--- config.mk ---
export PLATFORM = sky130hd
export DESIGN_NAME = fxcvt
export DESIGN_NICKNAME = d
export VERILOG_FILES = /design/src/rtl/fxcvt_pkg.sv /design/src/rtl/fxcvt_align.sv /design/src/rtl/fxcvt_ctrl.sv /design/src/rtl/fxcvt_limit.sv /design/src/rtl/fxcvt.sv
export SDC_FILE = /design/constraint.sdc
export NUM_CORES = 1
export LEC_CHECK = 0
export BUFFER_PORTS_ARGS = -buffer_cell sky130_fd_sc_hd__buf_2
export CORE_AREA = 4 4 41 43
export DETAILED_ROUTE_END_ITERATION = 12
export DIE_AREA = 0 0 45 47
export PLACE_DENSITY = 0.45
export SETUP_SLACK_MARGIN = 0.4
export SYNTH_ARGS = -nofsm -noshare
export SYNTH_HDL_FRONTEND = slang
export SYNTH_SLANG_ARGS = --single-unit
--- constraint.sdc ---
create_clock -name clk -period 1.6 [get_ports clk]
set_clock_uncertainty 0.1 [all_clocks]
set_input_delay 0.32 -clock clk [delete_from_list [all_inputs] [get_ports clk]]
set_output_delay 0.32 -clock clk [all_outputs]
set_load 0.1 [all_outputs]
--- src/rtl/fxcvt_pkg.sv ---
package fxcvt_pkg;

  typedef enum int {
    RND_TRUNC     = 0,
    RND_HALF_UP   = 1,
    RND_HALF_DOWN = 2,
    RND_HALF_AWAY = 3,
    RND_HALF_ZERO = 4,
    RND_HALF_EVEN = 5,
    RND_HALF_ODD  = 6
  } rnd_mode_e;

  typedef enum int {
    SAT_WRAP       = 0,
    SAT_WRAP_WARN  = 1,
    SAT_CLAMP      = 2,
    SAT_CLAMP_WARN = 3
  } sat_mode_e;

  // facts about the dropped fraction, produced by the alignment stage
  typedef struct packed {
    logic half;    // most significant dropped bit
    logic sticky;  // any dropped bit below it
    logic neg;     // input is negative
    logic lsb;     // lowest kept bit of the floor value
  } rnd_info_t;

  // strobes from control to the limiting stage
  typedef struct packed {
    logic roundUp;
    logic clampEn;
    logic warnEn;
  } strobe_t;

  function automatic int imax(input int a, input int b);
    return (a > b) ? a : b;
  endfunction

endpackage

--- src/rtl/fxcvt_align.sv ---
module fxcvt_align
  import fxcvt_pkg::*;
#(
  parameter int IN_S = 1,
  parameter int IN_W = 8,
  parameter int UP   = 0,
  parameter int DN   = 0,
  parameter int WIDE = 12
) (
  input  logic [IN_W-1:0]        inWord,
  output logic signed [WIDE-1:0] floorVal,
  output rnd_info_t              info
);

  localparam int HALF_IDX = (DN > 0) ? DN - 1 : 0;
  localparam logic [WIDE-1:0] REST_MASK = (WIDE'(1) << HALF_IDX) - WIDE'(1);

  logic signed [WIDE-1:0] extVal;
  logic signed [WIDE-1:0] scaled;

  generate
    if (IN_S != 0) begin : g_sext
      assign extVal = {{(WIDE-IN_W){inWord[IN_W-1]}}, inWord};
    end else begin : g_zext
      assign extVal = {{(WIDE-IN_W){1'b0}}, inWord};
    end
  endgenerate

  always_comb begin
    scaled      = extVal <<< UP;
    floorVal    = scaled >>> DN;
    info.half   = (DN > 0) ? scaled[HALF_IDX] : 1'b0;
    info.sticky = |(scaled & REST_MASK);
    info.neg    = scaled[WIDE-1];
    info.lsb    = floorVal[0];
  end

endmodule

--- src/rtl/fxcvt_ctrl.sv ---
module fxcvt_ctrl
  import fxcvt_pkg::*;
#(
  parameter rnd_mode_e RND_MODE = RND_HALF_UP,
  parameter sat_mode_e SAT_MODE = SAT_CLAMP_WARN
) (
  input  rnd_info_t info,
  output strobe_t   strb
);

  logic tie;
  logic above;

  always_comb begin
    tie   = info.half & ~info.sticky;
    above = info.half &  info.sticky;
    unique case (RND_MODE)
      RND_TRUNC:     strb.roundUp = 1'b0;
      RND_HALF_UP:   strb.roundUp = info.half;
      RND_HALF_DOWN: strb.roundUp = above;
      RND_HALF_AWAY: strb.roundUp = above | (tie & ~info.neg);
      RND_HALF_ZERO: strb.roundUp = above | (tie &  info.neg);
      RND_HALF_EVEN: strb.roundUp = above | (tie &  info.lsb);
      RND_HALF_ODD:  strb.roundUp = above | (tie & ~info.lsb);
      default:       strb.roundUp = 1'b0;
    endcase
    strb.clampEn = (SAT_MODE == SAT_CLAMP) || (SAT_MODE == SAT_CLAMP_WARN);
    strb.warnEn  = (SAT_MODE == SAT_WRAP_WARN) || (SAT_MODE == SAT_CLAMP_WARN);
  end

endmodule

--- src/rtl/fxcvt_limit.sv ---
module fxcvt_limit
  import fxcvt_pkg::*;
#(
  parameter int OUT_S = 1,
  parameter int OUT_W = 8,
  parameter int WIDE  = 12
) (
  input  logic signed [WIDE-1:0] floorVal,
  input  strobe_t                strb,
  input  logic                   valid,
  output logic [OUT_W-1:0]       word,
  output logic                   warn
);

  localparam logic signed [WIDE-1:0] MAXV = (OUT_S != 0) ?
    $signed((WIDE'(1) << (OUT_W-1)) - WIDE'(1)) :
    $signed((WIDE'(1) << OUT_W) - WIDE'(1));
  localparam logic signed [WIDE-1:0] MINV = (OUT_S != 0) ?
    -$signed(WIDE'(1) << (OUT_W-1)) : '0;
  localparam logic [OUT_W-1:0] MAX_W = MAXV[OUT_W-1:0];
  localparam logic [OUT_W-1:0] MIN_W = MINV[OUT_W-1:0];

  logic signed [WIDE-1:0] rounded;
  logic overHi;
  logic underLo;

  always_comb begin
    rounded = floorVal + $signed({{(WIDE-1){1'b0}}, strb.roundUp});
    overHi  = rounded > MAXV;
    underLo = rounded < MINV;
    if (strb.clampEn && overHi)       word = MAX_W;
    else if (strb.clampEn && underLo) word = MIN_W;
    else                              word = rounded[OUT_W-1:0];
    warn = valid & strb.warnEn & (overHi | underLo);
  end

endmodule

--- src/rtl/fxcvt.sv ---
module fxcvt
  import fxcvt_pkg::*;
#(
  parameter int        IN_S     = 1,
  parameter int        IN_I     = 6,
  parameter int        IN_F     = 0,
  parameter int        OUT_S    = 1,
  parameter int        OUT_I    = 4,
  parameter int        OUT_F    = -2,
  parameter rnd_mode_e RND_MODE = RND_HALF_UP,
  parameter sat_mode_e SAT_MODE = SAT_CLAMP_WARN,
  parameter bit        REG_OUT  = 1'b1
) (
  input  logic                         clk,
  input  logic                         rst_n,
  input  logic                         inValid,
  input  logic [IN_S+IN_I+IN_F-1:0]    inWord,
  output logic                         outValid,
  output logic [OUT_S+OUT_I+OUT_F-1:0] outWord,
  output logic                         outWarn
);

  localparam int IN_W  = IN_S + IN_I + IN_F;
  localparam int OUT_W = OUT_S + OUT_I + OUT_F;
  localparam int UP    = imax(0, OUT_F - IN_F);
  localparam int DN    = imax(0, IN_F - OUT_F);
  localparam int WIDE  = imax(imax(IN_W + UP, OUT_W), DN) + 2;

  logic signed [WIDE-1:0] floorVal;
  rnd_info_t              info;
  strobe_t                strb;
  logic [OUT_W-1:0]       combWord;
  logic                   combWarn;

  fxcvt_align #(.IN_S(IN_S), .IN_W(IN_W), .UP(UP), .DN(DN), .WIDE(WIDE)) u_align (
    .inWord(inWord), .floorVal(floorVal), .info(info));

  fxcvt_ctrl #(.RND_MODE(RND_MODE), .SAT_MODE(SAT_MODE)) u_ctrl (
    .info(info), .strb(strb));

  fxcvt_limit #(.OUT_S(OUT_S), .OUT_W(OUT_W), .WIDE(WIDE)) u_limit (
    .floorVal(floorVal), .strb(strb), .valid(inValid),
    .word(combWord), .warn(combWarn));

  generate
    if (REG_OUT) begin : g_reg
      always_ff @(posedge clk or negedge rst_n) begin
        if (!rst_n) begin
          outValid <= 1'b0;
          outWarn  <= 1'b0;
          outWord  <= '0;
        end else begin
          outValid <= inValid;
          outWarn  <= combWarn;
          outWord  <= combWord;
        end
      end
    end else begin : g_comb
      assign outValid = inValid;
      assign outWarn  = combWarn;
      assign outWord  = combWord;
    end
  endgenerate

endmodule

==> flow_summary_export.csv <==
group,metric,value,unit
status,outcome,"completed",
timing,worst_slew_margin_rel,0.771,
place,numPortBuffers,13,
die,design.die.area,2120,µm²
final_layout,multiInputGateArea,256,µm²
clock_tree,tritoncts,"built",
timing,worstMarginPinSlew,0.340,ns
power,power_report.internal_total,0.000304,W
final_layout,ff_latch_area,130,µm²
timing,setup_violations,0,
worst_setup_path,timing.critical_path.from_type,"flop",
power,p_switching,0.000179,W
final_layout,fillerInstances,136,
die,ios,15,
detailed_routing,initialDrtViolationCount,0,
timing,fin_setup_tns,0,ns
worst_setup_path,cp.required,1.18,ns
final_layout,finish.instance_area,569,µm²
worst_setup_path,max_stage_delay,0.39,ns
detailed_routing,routed-via-count,306,
final_layout,area.growth.synth_to_final,79.8,%
yosys,netlist-cell-type-count,19,
grt,grt_overflow,0,
worst_setup_path,crit_family,"flip-flops",
place,place_congestion,0.810,
worst_hold_path,worstHoldPathType,"in -> reg",
timing,final_min_period_over_clock_period,0.768,
final_layout,final_cell_mix,"sky130_fd_sc_hd__buf_2, sky130_fd_sc_hd__o21ai_0, sky130_fd_sc_hd__buf_8, sky130_fd_sc_hd__dfrtp_2",
detailed_routing,drt_first_pass_iters,1,
grt,gr_peak_layer,"met2",
timing,fmax,814,MHz
worst_setup_path,critical_path.slowest_cell,"sky130_fd_sc_hd__dfrtp_2",
die,die_w,45,µm
yosys,synth_seq_cells,5,
grt,maximum_number_of_pins_on_one_net_before_global_route_repair,11,
power,vdd_drop_max,0.270,mV
grt,grt_pass1_vias,307,
power,power.share.combinational,0.409,
detailed_routing,routedWlPerCell,10.9,µm
timing,final-hold-violation-count,0,
die,start_util,0.243,
die,rows,13,
worst_setup_path,logic_depth_of_the_worst_path_buffers_included,1,
grt,antenna_violations_before_repair,0,
power,cellPowerDensity,847,nW/µm²
detailed_routing,avgViaCountPerCell,4.78,
grt,track_usage,0.0775,
timing,finalCriticalPeriod,1.23,ns
place,dp.final_hpwl,608,µm
die,core,1300,µm²
grt,gr_met3_demand_resource,0.0230,
yosys,synth_fp_nets,45,
grt,met2_usage,0.138,
clock_tree,cts_root_buffer,"sky130_fd_sc_hd__clkbuf_4",
worst_setup_path,arrival_time_of_the_worst_setup_path,0.81,ns
clock_tree,clock_sinks,5,
run,drv_cap,0,
die,die_h,47,µm
final_layout,layout_cell_share_with_drive_strength_beyond_1,0.653,
clock_tree,post-cts-setup-buffers,0,
worst_setup_path,setup.worst_path.class,"reg -> out",
clock_tree,clk_path_buf_depth,2,
grt,first_pass_grt_wire_length,1150,µm
place,placed_cell_area,438,µm²
detailed_routing,drcViolationCount,0,
worst_setup_path,critPathMaxFanout,1,
detailed_routing,wirelength,695,µm
clock_tree,cts_inserted_buffers,3,
clock_tree,htree_num_levels,1,
worst_setup_path,cp-end-kind,"output pin",
yosys,yosysWarningCount,0,
power,p_leak,0.231,nW
yosys,synth-seq-area-share,0.395,
grt,grt_use_met1,0.0708,
worst_setup_path,timing.critical_path.cells,"buf_6",
clock_tree,clk_transition_reported_paths,0.04,ns
timing,grt_setup_unrepaired,"true",
worst_setup_path,combined_buffer_and_inverter_count_along_the_critical_path,1,
timing,drv_slew,0,
power,power.share.switching,0.370,
power,register_share_of_total_power,0.300,
final_layout,nets_final,63,
final_layout,insertedDiodeCount,0,
yosys,syn_area_per_cell,9.89,µm²
worst_setup_path,timing.critical_path.to,"outWord[0]",
detailed_routing,route.antenna.remaining_nets,0,
final_layout,mostFrequentLayoutCell,"sky130_fd_sc_hd__buf_2",
worst_setup_path,timing.critical_path.from,"outWord[0]",
yosys,synth_area,317,µm²
power,power.share.clock,0.291,
yosys,synthesis.instances,32,
-- metal layers --
layer	vias to the layer above	wire (µm)
met5	-	0
met4	0	0
met3	0	49
met1	141	273
li1	154	-
met2	11	371
-- worst min path at each step --
stage | to | slack, ns | from | cells past startpoint
2_1_floorplan | outValid | -0.08 | rst_n | 0
3_3_place_gp | outWord[1] | 0.03 | rst_n | 1
3_5_place_dp | outWord[1] | 0.04 | rst_n | 1
4_1_cts | outValid | 0.10 | inValid | 1
5_1_grt | outValid | 0.11 | inValid | 1
6_report | outValid | 0.11 | inValid | 1
-- logic make-up after synthesis --
| logic type | after synthesis | synth area share |
|---|---|---|
| AND/OR/NAND/NOR | 10 | 0.174 |
| AO/OA/AOI/OAI | 9 | 0.186 |
| adder cells (fa/ha/maj) | 5 | 0.190 |
| flip-flops | 5 | 0.395 |
| buffers and inverters | 2 | 0.0276 |
| XOR/XNOR | 1 | 0.0277 |
-- stage by stage --
stage               instances  utilization  total power [W]  hold WS [ns]  worst slack [ns]
floorplan                  32            -         0.000266       -0.0756             0.288
global placement           59        0.337         0.000301        0.0332             0.126
detailed placement         59        0.337         0.000304        0.0372            0.0980
CTS                        64        0.419         0.000481         0.102             0.357
global route               64        0.438         0.000513         0.111             0.338
finish                     64        0.438         0.000482         0.112             0.372
-- cell usage after synthesis --
cell type | instances | area (µm²)
sky130_fd_sc_hd__a2bb2oi_1 | 2 | 17.5
sky130_fd_sc_hd__nand2b_1 | 1 | 6.26
sky130_fd_sc_hd__nand3_1 | 1 | 5.00
sky130_fd_sc_hd__a41oi_1 | 1 | 8.76
sky130_fd_sc_hd__xor2_1 | 1 | 8.76
sky130_fd_sc_hd__dfrtp_1 | 5 | 125
sky130_fd_sc_hd__nand4_1 | 2 | 12.5
sky130_fd_sc_hd__inv_1 | 1 | 3.75
sky130_fd_sc_hd__maj3_2 | 2 | 22.5
sky130_fd_sc_hd__nor2_1 | 2 | 7.51
sky130_fd_sc_hd__ha_1 | 3 | 37.5
sky130_fd_sc_hd__nor3_1 | 1 | 5.00
sky130_fd_sc_hd__o21ai_0 | 4 | 20.0
sky130_fd_sc_hd__nand2_2 | 1 | 6.26
sky130_fd_sc_hd__buf_2 | 1 | 5.00
sky130_fd_sc_hd__o211ai_1 | 1 | 7.51
sky130_fd_sc_hd__and3_1 | 1 | 6.26
sky130_fd_sc_hd__nor2_2 | 1 | 6.26
sky130_fd_sc_hd__a21oi_1 | 1 | 5.00
-- sequential cells by signal, summed over array words and instances, names as in the netlist --
name      cells
outWord       3
outWarn       1
outValid      1
-- final cells by class --
cell class | count | share of cell area
multi-input cells | 25 | 0.451
repair buffers | 14 | 0.235
flip-flops and latches | 5 | 0.229
inverters | 1 | 0.00659
well taps | 15 | 0.0330
clock buffers | 4 | 0.0462
-- power groups by stage --
| stage | Sequential [W] | Combinational, W | Clock [W] |
|---|---|---|---|
| finish | 0.000145 | 0.000197 | 0.000140 |
| global route | 0.000145 | 0.000209 | 0.000158 |
| CTS | 0.000145 | 0.000189 | 0.000148 |
| detailed placement | 0.000143 | 0.000161 | 0 |
| global placement | 0.000142 | 0.000159 | 0 |
| floorplan | 0.000222 | 0.0000441 | 0 |
-- timing repair --
item	in CTS	in global routing
hold endpoints to repair	5	0
pin swaps	3	3
hold buffers	1	0
endpoints found under the setup margin	7	8
resized for setup	20	5
(Power assumes the default switching activity.)
